### config.mk
export PLATFORM = sky130hd
export DESIGN_NAME = stby_clk_ctrl
export DESIGN_NICKNAME = d
export VERILOG_FILES = /design/src/rtl/stby_pkg.sv /design/src/rtl/stby_mode_fsm.sv /design/src/rtl/stby_div_lag.sv /design/src/rtl/stby_clk_gate.sv /design/src/rtl/stby_clk_ctrl.sv
export SDC_FILE = /design/constraint.sdc
export NUM_CORES = 1
export LEC_CHECK = 0
export BUFFER_PORTS_ARGS = -buffer_cell sky130_fd_sc_hd__buf_2
export CAP_MARGIN = 0
export CORE_AREA = 2 2 48 45
export DETAILED_ROUTE_END_ITERATION = 10
export DIE_AREA = 0 0 50 47
export PLACE_DENSITY = 0.79
export SYNTH_ARGS = -nofsm -noshare
export SYNTH_HDL_FRONTEND = slang
export SYNTH_SLANG_ARGS = --single-unit
### constraint.sdc
create_clock -name clk -period 4.4 [get_ports clk]
set_input_delay 0.88 -clock clk [delete_from_list [all_inputs] [get_ports clk]]
set_output_delay 0.88 -clock clk [all_outputs]
set_load 0.05 [all_outputs]
### src/rtl/stby_pkg.sv
package stby_pkg;

    typedef enum logic [1:0] {
        MODE_RUN    = 2'b00,
        MODE_HALT   = 2'b01,
        MODE_STOP   = 2'b10,
        MODE_SETTLE = 2'b11
    } stby_mode_e;

endpackage

### src/rtl/stby_mode_fsm.sv
module stby_mode_fsm
    import stby_pkg::*;
#(
    parameter int SETTLE_CYC = 256
) (
    input  logic       clk,
    input  logic       rst_n,
    input  logic       req_stop,
    input  logic       req_halt,
    input  logic       wake,
    output stby_mode_e mode_q
);

    localparam int CNT_W = $clog2(SETTLE_CYC + 1);
    localparam logic [CNT_W-1:0] CNT_LAST = CNT_W'(SETTLE_CYC - 1);

    stby_mode_e       mode_d;
    logic [CNT_W-1:0] cnt_q;
    logic [CNT_W-1:0] cnt_d;
    logic             settle_done;

    assign settle_done = (cnt_q == CNT_LAST);

    // Next-state decision
    always_comb begin
        mode_d = mode_q;
        unique case (mode_q)
            MODE_RUN: begin
                if (req_stop) begin
                    mode_d = MODE_STOP;                     // stop-enter
                end else if (req_halt && !wake) begin
                    mode_d = MODE_HALT;                     // halt-enter
                end                                         // else halt-bypass
            end
            MODE_HALT: begin
                if (wake) mode_d = MODE_RUN;                // halt-wake
            end
            MODE_STOP: begin
                mode_d = MODE_STOP;                         // only reset-any leaves
            end
            MODE_SETTLE: begin
                if (settle_done) mode_d = MODE_RUN;         // settle-done
            end
        endcase
    end

    // Settling counter runs only inside SETTLE
    always_comb begin
        cnt_d = '0;
        if (mode_q == MODE_SETTLE && !settle_done) begin
            cnt_d = cnt_q + 1'b1;
        end
    end

    // State register (reset-any lands in SETTLE)
    always_ff @(posedge clk or negedge rst_n) begin
        if (!rst_n) begin
            mode_q <= MODE_SETTLE;
            cnt_q  <= '0;
        end else begin
            mode_q <= mode_d;
            cnt_q  <= cnt_d;
        end
    end

endmodule

### src/rtl/stby_div_lag.sv
module stby_div_lag #(
    parameter int DIV_W   = 2,
    parameter int DIV_LAG = 4
) (
    input  logic             clk,
    input  logic             rst_n,
    input  logic             load,
    input  logic [DIV_W-1:0] load_val,
    input  logic             count_en,
    output logic [DIV_W-1:0] req_q,
    output logic [DIV_W-1:0] sel_q,
    output logic             pending
);

    localparam int LAG_W = $clog2(DIV_LAG + 1);
    localparam logic [LAG_W-1:0] LAG_INIT = LAG_W'(DIV_LAG);

    logic [LAG_W-1:0] lag_q;
    logic [LAG_W-1:0] lag_d;
    logic [DIV_W-1:0] req_d;
    logic [DIV_W-1:0] sel_d;

    always_comb begin
        lag_d = lag_q;
        req_d = req_q;
        sel_d = sel_q;
        if (load) begin
            req_d = load_val;
            lag_d = LAG_INIT;
        end else if (count_en && lag_q != '0) begin
            if (lag_q == LAG_W'(1)) begin
                sel_d = req_q;
            end
            lag_d = lag_q - 1'b1;
        end
    end

    always_ff @(posedge clk or negedge rst_n) begin
        if (!rst_n) begin
            lag_q <= '0;
            req_q <= '0;
            sel_q <= '0;
        end else begin
            lag_q <= lag_d;
            req_q <= req_d;
            sel_q <= sel_d;
        end
    end

    assign pending = (lag_q != '0);

endmodule

### src/rtl/stby_clk_gate.sv
module stby_clk_gate
    import stby_pkg::*;
(
    input  stby_mode_e mode,
    input  logic       sio_ext_clk,
    output logic       osc_en,
    output logic       cpu_en,
    output logic       tmr_en,
    output logic       clkout_en,
    output logic       sio_en
);

    // Output decode, one process
    always_comb begin
        osc_en    = 1'b1;
        cpu_en    = 1'b1;
        tmr_en    = 1'b1;
        clkout_en = 1'b1;
        sio_en    = 1'b1;
        unique case (mode)
            MODE_RUN: begin
            end
            MODE_HALT: begin
                cpu_en = 1'b0;
            end
            MODE_STOP: begin
                osc_en    = 1'b0;
                cpu_en    = 1'b0;
                tmr_en    = 1'b0;
                clkout_en = 1'b0;
                sio_en    = sio_ext_clk;
            end
            MODE_SETTLE: begin
                cpu_en    = 1'b0;
                tmr_en    = 1'b0;
                clkout_en = 1'b0;
                sio_en    = sio_ext_clk;
            end
        endcase
    end

endmodule

### src/rtl/stby_clk_ctrl.sv
module stby_clk_ctrl
    import stby_pkg::*;
#(
    parameter int N_IRQ      = 4,
    parameter int DIV_W      = 2,
    parameter int DIV_LAG    = 4,
    parameter int SETTLE_CYC = 256
) (
    input  logic               clk,
    input  logic               rst_n,
    input  logic               ctl_wr,
    input  logic [DIV_W+1:0]   ctl_wdata,
    input  logic [N_IRQ-1:0]   irq_req,
    input  logic [N_IRQ-1:0]   irq_en,
    input  logic               sio_ext_clk,
    output logic               osc_en,
    output logic               cpu_clk_en,
    output logic               tmr_clk_en,
    output logic               clkout_en,
    output logic               sio_clk_en,
    output logic [DIV_W-1:0]   cpu_div_sel,
    output logic               div_pending,
    output logic [DIV_W+1:0]   ctl_rdata,
    output logic [1:0]         mode
);

    localparam int STOP_BIT = DIV_W + 1;
    localparam int HALT_BIT = DIV_W;

    stby_mode_e       mode_q;
    logic             wr_ok;
    logic             wake;
    logic [DIV_W-1:0] div_req;

    assign wake  = |(irq_req & irq_en);
    assign wr_ok = ctl_wr && (mode_q == MODE_RUN);

    stby_mode_fsm #(
        .SETTLE_CYC (SETTLE_CYC)
    ) u_fsm (
        .clk      (clk),
        .rst_n    (rst_n),
        .req_stop (wr_ok && ctl_wdata[STOP_BIT]),
        .req_halt (wr_ok && ctl_wdata[HALT_BIT]),
        .wake     (wake),
        .mode_q   (mode_q)
    );

    stby_div_lag #(
        .DIV_W   (DIV_W),
        .DIV_LAG (DIV_LAG)
    ) u_div (
        .clk      (clk),
        .rst_n    (rst_n),
        .load     (wr_ok),
        .load_val (ctl_wdata[DIV_W-1:0]),
        .count_en (osc_en),
        .req_q    (div_req),
        .sel_q    (cpu_div_sel),
        .pending  (div_pending)
    );

    stby_clk_gate u_gate (
        .mode        (mode_q),
        .sio_ext_clk (sio_ext_clk),
        .osc_en      (osc_en),
        .cpu_en      (cpu_clk_en),
        .tmr_en      (tmr_clk_en),
        .clkout_en   (clkout_en),
        .sio_en      (sio_clk_en)
    );

    assign ctl_rdata = {mode_q == MODE_STOP, mode_q == MODE_HALT, div_req};
    assign mode      = mode_q;

endmodule

# Yosys cells after proc, flatten, opt, wreduce, memory -nomap -nowiden
# Cells that the tools add are included.
dict set report totals {
  wordCells 45
  regBits 18
  output_inout_bits 14
}
dict set report classes {
  bitwise 2
  eq_ne 8
  addsub 2
  reduce_logical 16
  muxes 12
}
# operator count
set ops {}
lappend ops {{$add A9 B1 Y9 const B} 1}
lappend ops {{$eq A9 B8 Y1 const B} 1}
lappend ops {{$mux W9} 1}
lappend ops {{$mux W2} 4}
lappend ops {{$pmux W2 S4} 1}
lappend ops {{$logic_and A1 B1 Y1} 6}
lappend ops {{$mux W3} 2}
lappend ops {{$reduce_and A3 Y1} 2}
lappend ops {{$and A4 B4 Y4} 1}
lappend ops {{$eq A2 B2 Y1 const B} 2}
lappend ops {{$mux W1} 4}
lappend ops {{$ne A2 B1 Y1 const B} 2}
lappend ops {{$reduce_or A4 Y1} 1}
lappend ops {{$eq A3 B1 Y1 const B} 1}
lappend ops {{$ne A3 B1 Y1 const B} 1}
lappend ops {{$reduce_bool A3 Y1} 1}
lappend ops {{$reduce_or A3 Y1} 1}
lappend ops {{$sub A3 B1 Y3 const B} 1}
lappend ops {{$eq A2 B1 Y1 const B} 1}
lappend ops {{$logic_not A1 Y1} 2}
lappend ops {{$logic_not A2 Y1} 1}
lappend ops {{$reduce_bool A2 Y1} 1}
lappend ops {{$reduce_or A2 Y1} 1}
lappend ops {{$not A1 Y1} 1}

# Logic depth before layout (Yosys ltp)
# Gate-level depths: netlist of run 1.
dict set report logic_depth {
  ltp_word 7
  ltp_mapped 7
  ltp_nobuf 6
}

# Modules after synthesis
# Synthesis of run 1 repeated with hierarchy kept, for this count alone.
dict set report unflattened {
  cells_unflattened 92
  hier_area_um2 954.7
}
# module cells_per_inst n_inst area_each_um2 seq_area_each_um2
set by_module_without_submodules {}
lappend by_module_without_submodules {stby_mode_fsm 49 1 515.5 277.8}
lappend by_module_without_submodules {stby_div_lag 30 1 352.8 175.2}
lappend by_module_without_submodules {stby_clk_ctrl 8 1 58.8 0.0}
lappend by_module_without_submodules {stby_clk_gate 5 1 27.5 0.0}

# Worst setup path after synthesis of run 1
# OpenSTA, ideal clock, no wires.
dict set report synth_timing {
  path_type {reg-to-output}
  start {register u_fsm.mode_q[0]}
  end {output ctl_rdata[3]}
  stages_incl_launch_ff 4
  path_slack_ns 1.743
  n_path_buf 1
  required_time_ns 3.520
  arrival_time_ns 1.777
  path_cell_list {dfstp_2 -> clkbuf_2 -> nand2b_1 -> inv_1}
}
dict set report synth_via {
  elab_chain_cells 1
}
# element line_no
set synth_rtl {}
lappend synth_rtl {{start: declaration} stby_mode_fsm.sv:11} ;# output stby_mode_e mode_q
lappend synth_rtl {{start signal: assignment} stby_mode_fsm.sv:61} ;# mode_q <= mode_d;
lappend synth_rtl {{$eq A2 B2 Y1} stby_clk_ctrl.sv:73} ;# assign ctl_rdata = {mode_q == MODE_STOP, mode_q == MODE_HALT, div_req};
lappend synth_rtl {{end: declaration} stby_clk_ctrl.sv:23} ;# output logic [DIV_W+1:0] ctl_rdata,
# No other way between the ends.

# Worst setup path after layout of run 1
dict set report layout_timing {
  start {register u_div.lag_q[1]}
  end {output div_pending}
}
dict set report layout_via {
  elab_chain_cells 1
}
# element line_no
set layout_rtl {}
lappend layout_rtl {{start: declaration} stby_div_lag.sv:18} ;# logic [LAG_W-1:0] lag_q;
lappend layout_rtl {{start signal: assignment} stby_div_lag.sv:44} ;# lag_q <= lag_d;
lappend layout_rtl {{$reduce_bool A3 Y1} stby_div_lag.sv:50} ;# assign pending = (lag_q != '0);
lappend layout_rtl {{end: declaration} stby_clk_ctrl.sv:22} ;# output logic div_pending,
# No other way between the ends.

==> flow_summary.yaml, run 1 <==
sta:
  fin_worst_skew_ps: 7.38
  setup_total_negative_slack_ps: 0
  fin_hold_ws_ps: 489
  timing_max_transition_violations_final: 0
  worst-slew-pin-transition_ps: 381
  setup_viol: 0
  rsz0062_at_grt: "false"
  maxClockFrequency_mhz: 406
  timing.final.hold_violations: 0
  timing.final.crit_period_ps: 2460
  fin_crit_sh: 0.560
  setup_slack_ps: 1940
  slew-limit-headroom: 0.746
clock_tree:
  worst_setup_hold_path_clk_slew_ps: 100
  post_cts_buffers: 0
  tritoncts_num_sinks: 18
  cts_max_path_buffers: 2
  ctsRootBufferMaster: "clkbuf_4"
  clock_tree.htree_level_count: 1
  clk-insertion-delay-late_ps: 290
  cts-resized-gates: 0
  cts_buffers: 3
  cts.hold.buffers_added: 0
  cts_tree: "yes"
detailed_routing:
  met1_wire_length_um: 819
  drtPass1Iterations: 4
  ant_nets: 0
  wl_met3_um: 112
  total_number_of_vias: 766
  detail_route.vias_per_cell: 5.18
  drc: 0
  routed_wire_length_per_instance_um: 12.1
  detail_route.wirelength_um: 1790
  wl_met2_um: 828
  initialDrtViolationCount: 6
  routed.top_layer: "met4"
logic_synthesis:
  synth.lib_cells_used.distinct: 29
  synthSimpleGateAreaFrac: 0.178
  syn-cell-area_sq_um: 923
  synth_compound_gate_area_share: 0.127
  synth-warning-count: 0
  post_synth_mux_area_share: 0.0488
  seq_area_frac_synth: 0.491
  post_synth_xor_area_fraction: 0.0285
  synth-adder-area-share: 0.0678
  synth_top_family_by_area: "simple AND/OR/NAND/NOR gates"
  synth-seq-cells: 18
  mappedNetlistNets: 115
  mean_cell_area_of_the_mapped_netlist_sq_um: 9.82
  synthCells: 94
min_path:
  worst_hold_path_type: "in -> async"
placed_design:
  portBuffers: 29
  finalWeightedCongestion: 0.830
  dp.final_hpwl_um: 1370
  place_ws_ps: 2220
grt:
  grt_max_degree: 19
  first_global_vias: 663
  first_pass_grt_wire_length_um: 2930
  number_of_antenna_violations_at_the_first_check_in_global_routing: 0
  grt_remaining_overflow: 0
  grtUsageTotal: 0.172
floorplan:
  die_area_sq_mm: 0.00235
  core.rowCount: 15
  coreArea_sq_mm: 0.00186
  ioPinCount: 30
  x_dimension_of_the_die_um: 50
  start_util: 0.497
  die_height_um: 47
power_and_ir_drop:
  fin_total_pwr_uw: 463
  p_per_area_mw_per_mm2: 417
  max-vdd-ir-drop_mv: 0.324
  cellLeakagePower_nw: 0.561
worst_setup_path:
  worst-endpoint-arrival_ps: 1580
  kind_of_end_point_of_the_critical_path: "output pin"
  cp.required_ps: 3520
  timing.critical_path.fanout_max: 4
  timing_worst_setup_path_type: "reg -> out"
  critical_path_launch_point_type: "flip-flop"
layout:
  utilization: 0.598
  most_common_cell_after_layout_fill_and_taps_aside: "buf_2"
  finalNetCount: 145
  flow.area_growth_from_synthesis_pct: 20.3
  layout_common_cells: "29 x buf_2, 16 x dfrtp_1, 11 x nor2_1"
  final_layout_size_suffix_gt1_frac: 0.333
  antenna-diode-count: 0
outcome:
  status: "complete, no violations"
run:
  max_cap_viol_count: 0
## flip-flops by register name, indices dropped and copies added, names as in the netlist
signal,flops
u_fsm.cnt_q,9
u_div.lag_q,3
u_fsm.mode_q,2
u_div.sel_q,2
u_div.req_q,2
## where the power goes
part           internal [mW]  switching (mW)  leakage [nW]
registers              0.189          0.0146         0.219
clock network         0.0504          0.0487        0.0210
logic                 0.0588           0.102         0.321
total                  0.298           0.166         0.561
## final timing paths
check,startpoint,to,slack [ps],cells past startpoint
worst max-delay path,u_div.lag_q[1]$_DFFE_PN0P_,div_pending,1940,5
worst min-delay path,rst_n,u_fsm.cnt_q[1]$_DFF_PN0_,490,1
worst max register to register,u_fsm.cnt_q[0]$_DFF_PN0_,u_fsm.cnt_q[7]$_DFF_PN0_,2710,6
worst min register to register,u_fsm.cnt_q[0]$_DFF_PN0_,u_fsm.cnt_q[0]$_DFF_PN0_,500,1
max in group asynchronous,rst_n,u_fsm.mode_q[0]$_DFFE_PN1P_,3600,1
min in group clk,u_fsm.cnt_q[0]$_DFF_PN0_,u_fsm.cnt_q[0]$_DFF_PN0_,500,1
## routing by layer
layer | up-vias | GRT usage
met5 | - | 0
met4 | 0 | 0.0833
met3 | 2 | 0.0510
met2 | 25 | 0.289
met1 | 361 | 0.209
li1 | 378 | -
## through the flow
step / std cells / instance area [sq um]
5_1_grt: 148 / 1110
3_5_place_dp: 144 / 1070
6_report: 148 / 1110
2_1_floorplan: 94 / 923
4_1_cts: 148 / 1110
3_3_place_gp: 144 / 1070
## worst max-delay path, stage by stage (launching register included)
cell     delay (ps)
dfrtp_1         400
inv_1           130
ha_1            180
nor2b_1         280
inv_1            90
buf_2           220
## synthesized netlist by cell type
cell / count / area [sq um]
a21oi_1: 7 / 35.0
a222oi_1: 2 / 20.0
a311o_1: 1 / 10.0
a31oi_1: 1 / 6.26
and2_1: 1 / 6.26
buf_2: 1 / 5.00
buf_4: 2 / 15.0
clkbuf_2: 1 / 5.00
dfrtp_1: 16 / 400
dfstp_2: 2 / 52.6
ha_1: 5 / 62.6
inv_1: 8 / 30.0
mux2_2: 4 / 45.0
nand2_1: 6 / 22.5
nand2b_1: 3 / 18.8
nand3_1: 3 / 15.0
nand3_2: 1 / 10.0
nor2_1: 11 / 41.3
nor2b_1: 2 / 12.5
nor3_1: 2 / 10.0
o211ai_1: 1 / 7.51
o21ai_0: 5 / 25.0
o22ai_1: 1 / 6.26
o31ai_1: 1 / 7.51
or3_1: 2 / 12.5
or3_2: 1 / 7.51
or4_1: 1 / 7.51
xnor2_1: 1 / 8.76
xor2_1: 2 / 17.5
## final cells by class
cell class                      instances  area [sq um]
Sequential cell                        18           453
Clock buffer                            4          36.3
Timing Repair Buffer                   29           145
Tap cell                               25          31.3
Multi-Input combinational cell         64           415
Fill cell                             159           747
Inverter                                8          30.0
## kinds of logic after synthesis
group | Yosys count
XOR/XNOR | 3
multiplexers | 4
AND/OR/NAND/NOR | 33
adder cells (fa/ha/maj) | 5
AO/OA/AOI/OAI | 19
buffers and inverters | 12
flip-flops | 18
Note: power is estimated with default switching activity, not from simulation.
==> run 2: changes to the inputs <==
--- a/config.mk
+++ b/config.mk
@@ -5,12 +5,13 @@
 export SDC_FILE = /design/constraint.sdc
 export NUM_CORES = 1
 export LEC_CHECK = 0
+export ABC_AREA = 1
 export BUFFER_PORTS_ARGS = -buffer_cell sky130_fd_sc_hd__buf_2
 export CAP_MARGIN = 0
-export CORE_AREA = 2 2 48 45
+export CORE_AREA = 2 2 52 49
 export DETAILED_ROUTE_END_ITERATION = 10
-export DIE_AREA = 0 0 50 47
-export PLACE_DENSITY = 0.79
+export DIE_AREA = 0 0 54 51
+export PLACE_DENSITY = 0.72
 export SYNTH_ARGS = -nofsm -noshare
 export SYNTH_HDL_FRONTEND = slang
 export SYNTH_SLANG_ARGS = --single-unit
==> constraint.sdc (replaced) <==
create_clock -name clk -period 2.1 [get_ports clk]
set_input_delay 0.42 -clock clk [delete_from_list [all_inputs] [get_ports clk]]
set_output_delay 0.42 -clock clk [all_outputs]
set_load 0.05 [all_outputs]
==> flow_summary.yaml, run 2 <==
layout:
  most_common_cell_after_layout_fill_and_taps_aside: "nand2_1"
  register_containing_the_most_flip_flops_in_the_final_layout: "u_fsm.cnt_q"
  final_layout_size_suffix_gt1_frac: 0.265
  largest_register_ffs: 9
  reg.largest.list: "u_fsm.cnt_q (9), u_div.lag_q (3)"
  flow.area_growth_from_synthesis_pct: 22.2
  antenna-diode-count: 0
  layout_common_cells: "30 x nand2_1, 29 x buf_2, 20 x inv_1"
  finalNetCount: 173
  final.fill_count: 237
grt:
  first_global_vias: 810
  grt_remaining_overflow: 0
  number_of_antenna_violations_at_the_first_check_in_global_routing: 0
  first_pass_grt_wire_length_um: 3260
  grtUsageTotal: 0.163
  grt_max_degree: 19
sta:
  maxClockFrequency_mhz: 532
  slew-limit-headroom: 0.746
  rsz0062_at_grt: "false"
  timing_max_transition_violations_final: 0
  fin_crit_sh: 0.895
  timing.final.hold_violations: 0
  timing.final.crit_period_ps: 1880
  setup_total_negative_slack_ps: 0
  fin_worst_skew_ps: 4.24
  setup_viol: 0
  setup_slack_ps: 220
  worst-slew-pin-transition_ps: 381
clock_tree:
  cts-resized-gates: 0
  cts_max_path_buffers: 2
  cts.hold.buffers_added: 0
  cts_buffers: 3
  clk-insertion-delay-late_ps: 300
  worst_setup_hold_path_clk_slew_ps: 110
  post_cts_buffers: 0
  cts_tree: "yes"
  clock_tree.htree_level_count: 1
  tritoncts_num_sinks: 18
  ctsRootBufferMaster: "clkbuf_4"
detailed_routing:
  detail_route.wirelength_um: 1900
  routed_wire_length_per_instance_um: 10.6
  drtPass1Iterations: 4
  initialDrtViolationCount: 11
  drc: 0
  ant_nets: 0
  detail_route.vias_per_cell: 4.68
  total_number_of_vias: 838
floorplan:
  coreArea_sq_mm: 0.00230
  start_util: 0.409
  die_area_sq_mm: 0.00275
  x_dimension_of_the_die_um: 54
  die_height_um: 51
  core.rowCount: 17
  ioPinCount: 30
logic_synthesis:
  top_count_cell_post_synth: "nand2_1"
  main_flop_type_after_synthesis: "dfrtp_1"
  synth.lib_cells_used.distinct: 18
  area_share_of_the_largest_cell_type_after_synthesis: 0.426
  synthDominantAreaCellType: "dfrtp_1"
  mean_cell_area_of_the_mapped_netlist_sq_um: 7.90
  synth-seq-cells: 18
  share_of_async_settable_or_async_resettable_flops_after_synthesis: 1.00
  syn-cell-area_sq_um: 940
  commonest_cells_in_the_synthesized_netlist: "30 x nand2_1, 20 x inv_1, 16 x dfrtp_1, 15 x nor2_1, 7 x nand3_1"
  synthCells: 119
  synth-edff-count: 0
  seq_area_frac_synth: 0.482
  synth-warning-count: 0
  mappedNetlistNets: 140
  synth.top_cells.by_area: "dfrtp_1 43%, nand2_1 12%, inv_1 8.0%"
placed_design:
  portBuffers: 29
  dp.final_hpwl_um: 1510
  place_ws_ps: 258
  finalWeightedCongestion: 0.720
power_and_ir_drop:
  max-vdd-ir-drop_mv: 0.472
  cellLeakagePower_nw: 0.705
  p_per_area_mw_per_mm2: 517
worst_setup_path:
  path_cells: "inv_1 > or2_2 > buf_2"
  worst_path_max_delay_cell: "dfstp_2"
  timing.critical_path.slowest_cell_delay_ps: 580
  kind_of_end_point_of_the_critical_path: "output pin"
  timing_worst_setup_path_type: "reg -> out"
  crit_family: "flip-flops"
  ff2ff_path_depth: 11
  critical_path_launch_point_type: "flip-flop"
  crit_buf_inv: 2
  worst-endpoint-arrival_ps: 1460
  cp.required_ps: 1680
  timing.critical_path.fanout_max: 5
  worstSetupPathDepth: 3
run:
  max_cap_viol_count: 0
outcome:
  status: "complete, no violations"
min_path:
  worst_hold_path_type: "in -> async"
## run 2: cells by family after synthesis
kind of cell | share of synthesized area
compound gates | 0.0666
xor+xnor | 0.00932
fa+ha+maj | 0.0666
buf+inv | 0.0919
flops | 0.482
simple gates | 0.284
## run 2: power breakdown
group          total (mW)  switching (mW)  leakage, nW  internal [mW]
registers           0.347               0        0.230          0.347
logic              0.0304          0.0172        0.454         0.0131
clock network       0.217           0.112       0.0210          0.106
## run 2: final timing paths
path / from / end / slack (ps)
min in group clk: ctl_wdata[0] / u_div.req_q[0]$_DFFE_PN0N_ / 310
max in group asynchronous: rst_n / u_fsm.mode_q[0]$_DFFE_PN1P_ / 1770
worst min register to register: u_fsm.cnt_q[0]$_DFF_PN0_ / u_fsm.cnt_q[0]$_DFF_PN0_ / 470
worst max-delay path: u_fsm.mode_q[1]$_DFFE_PN1P_ / sio_clk_en / 220
worst max register to register: u_fsm.cnt_q[0]$_DFF_PN0_ / u_fsm.mode_q[0]$_DFFE_PN1P_ / 260
worst min-delay path: rst_n / u_div.lag_q[1]$_DFFE_PN0P_ / 30
## run 2: stage by stage
| stage | std cells | instance area (sq um) | total power [mW] | hold slack, ps | util |
|---|---|---|---|---|---|
| 6_report | 179 | 1150 | 0.594 | 25.2 | 0.500 |
| 5_1_grt | 179 | 1150 | 0.616 | 45.0 | 0.500 |
| 4_1_cts | 179 | 1150 | 0.597 | 38.8 | 0.500 |
| 3_5_place_dp | 175 | 1110 | 0.384 | 365 | 0.484 |
| 3_3_place_gp | 175 | 1110 | 0.383 | 363 | 0.484 |
| 2_1_floorplan | 119 | 940 | 0.363 | 124 | - |
## run 2: worst reg2reg max path: cells and delay by family (launching register included)
| family | cells | cell delay [ps] |
|---|---|---|
| adders and majority gates | 2 | 430 |
| DFF | 1 | 410 |
| and+or+nand+nor | 7 | 750 |
| buffers and inverters | 2 | 210 |
## run 2: layer usage
layer	GRT usage	vias to the layer above	wire length, um
li1	-	433	-
met3	0.0526	0	90
met4	0.0458	0	0
met1	0.182	386	783
met2	0.291	19	1020
met5	0	-	0
## run 2: area by class of cell
type | instances | area [sq um] | area share
Sequential cell | 18 | 453 | 0.394
Timing Repair Buffer | 29 | 145 | 0.126
Inverter | 21 | 78.8 | 0.0686
Tap cell | 28 | 35.0 | 0.0305
Clock buffer | 4 | 36.3 | 0.0316
Multi-Input combinational cell | 79 | 400 | 0.349
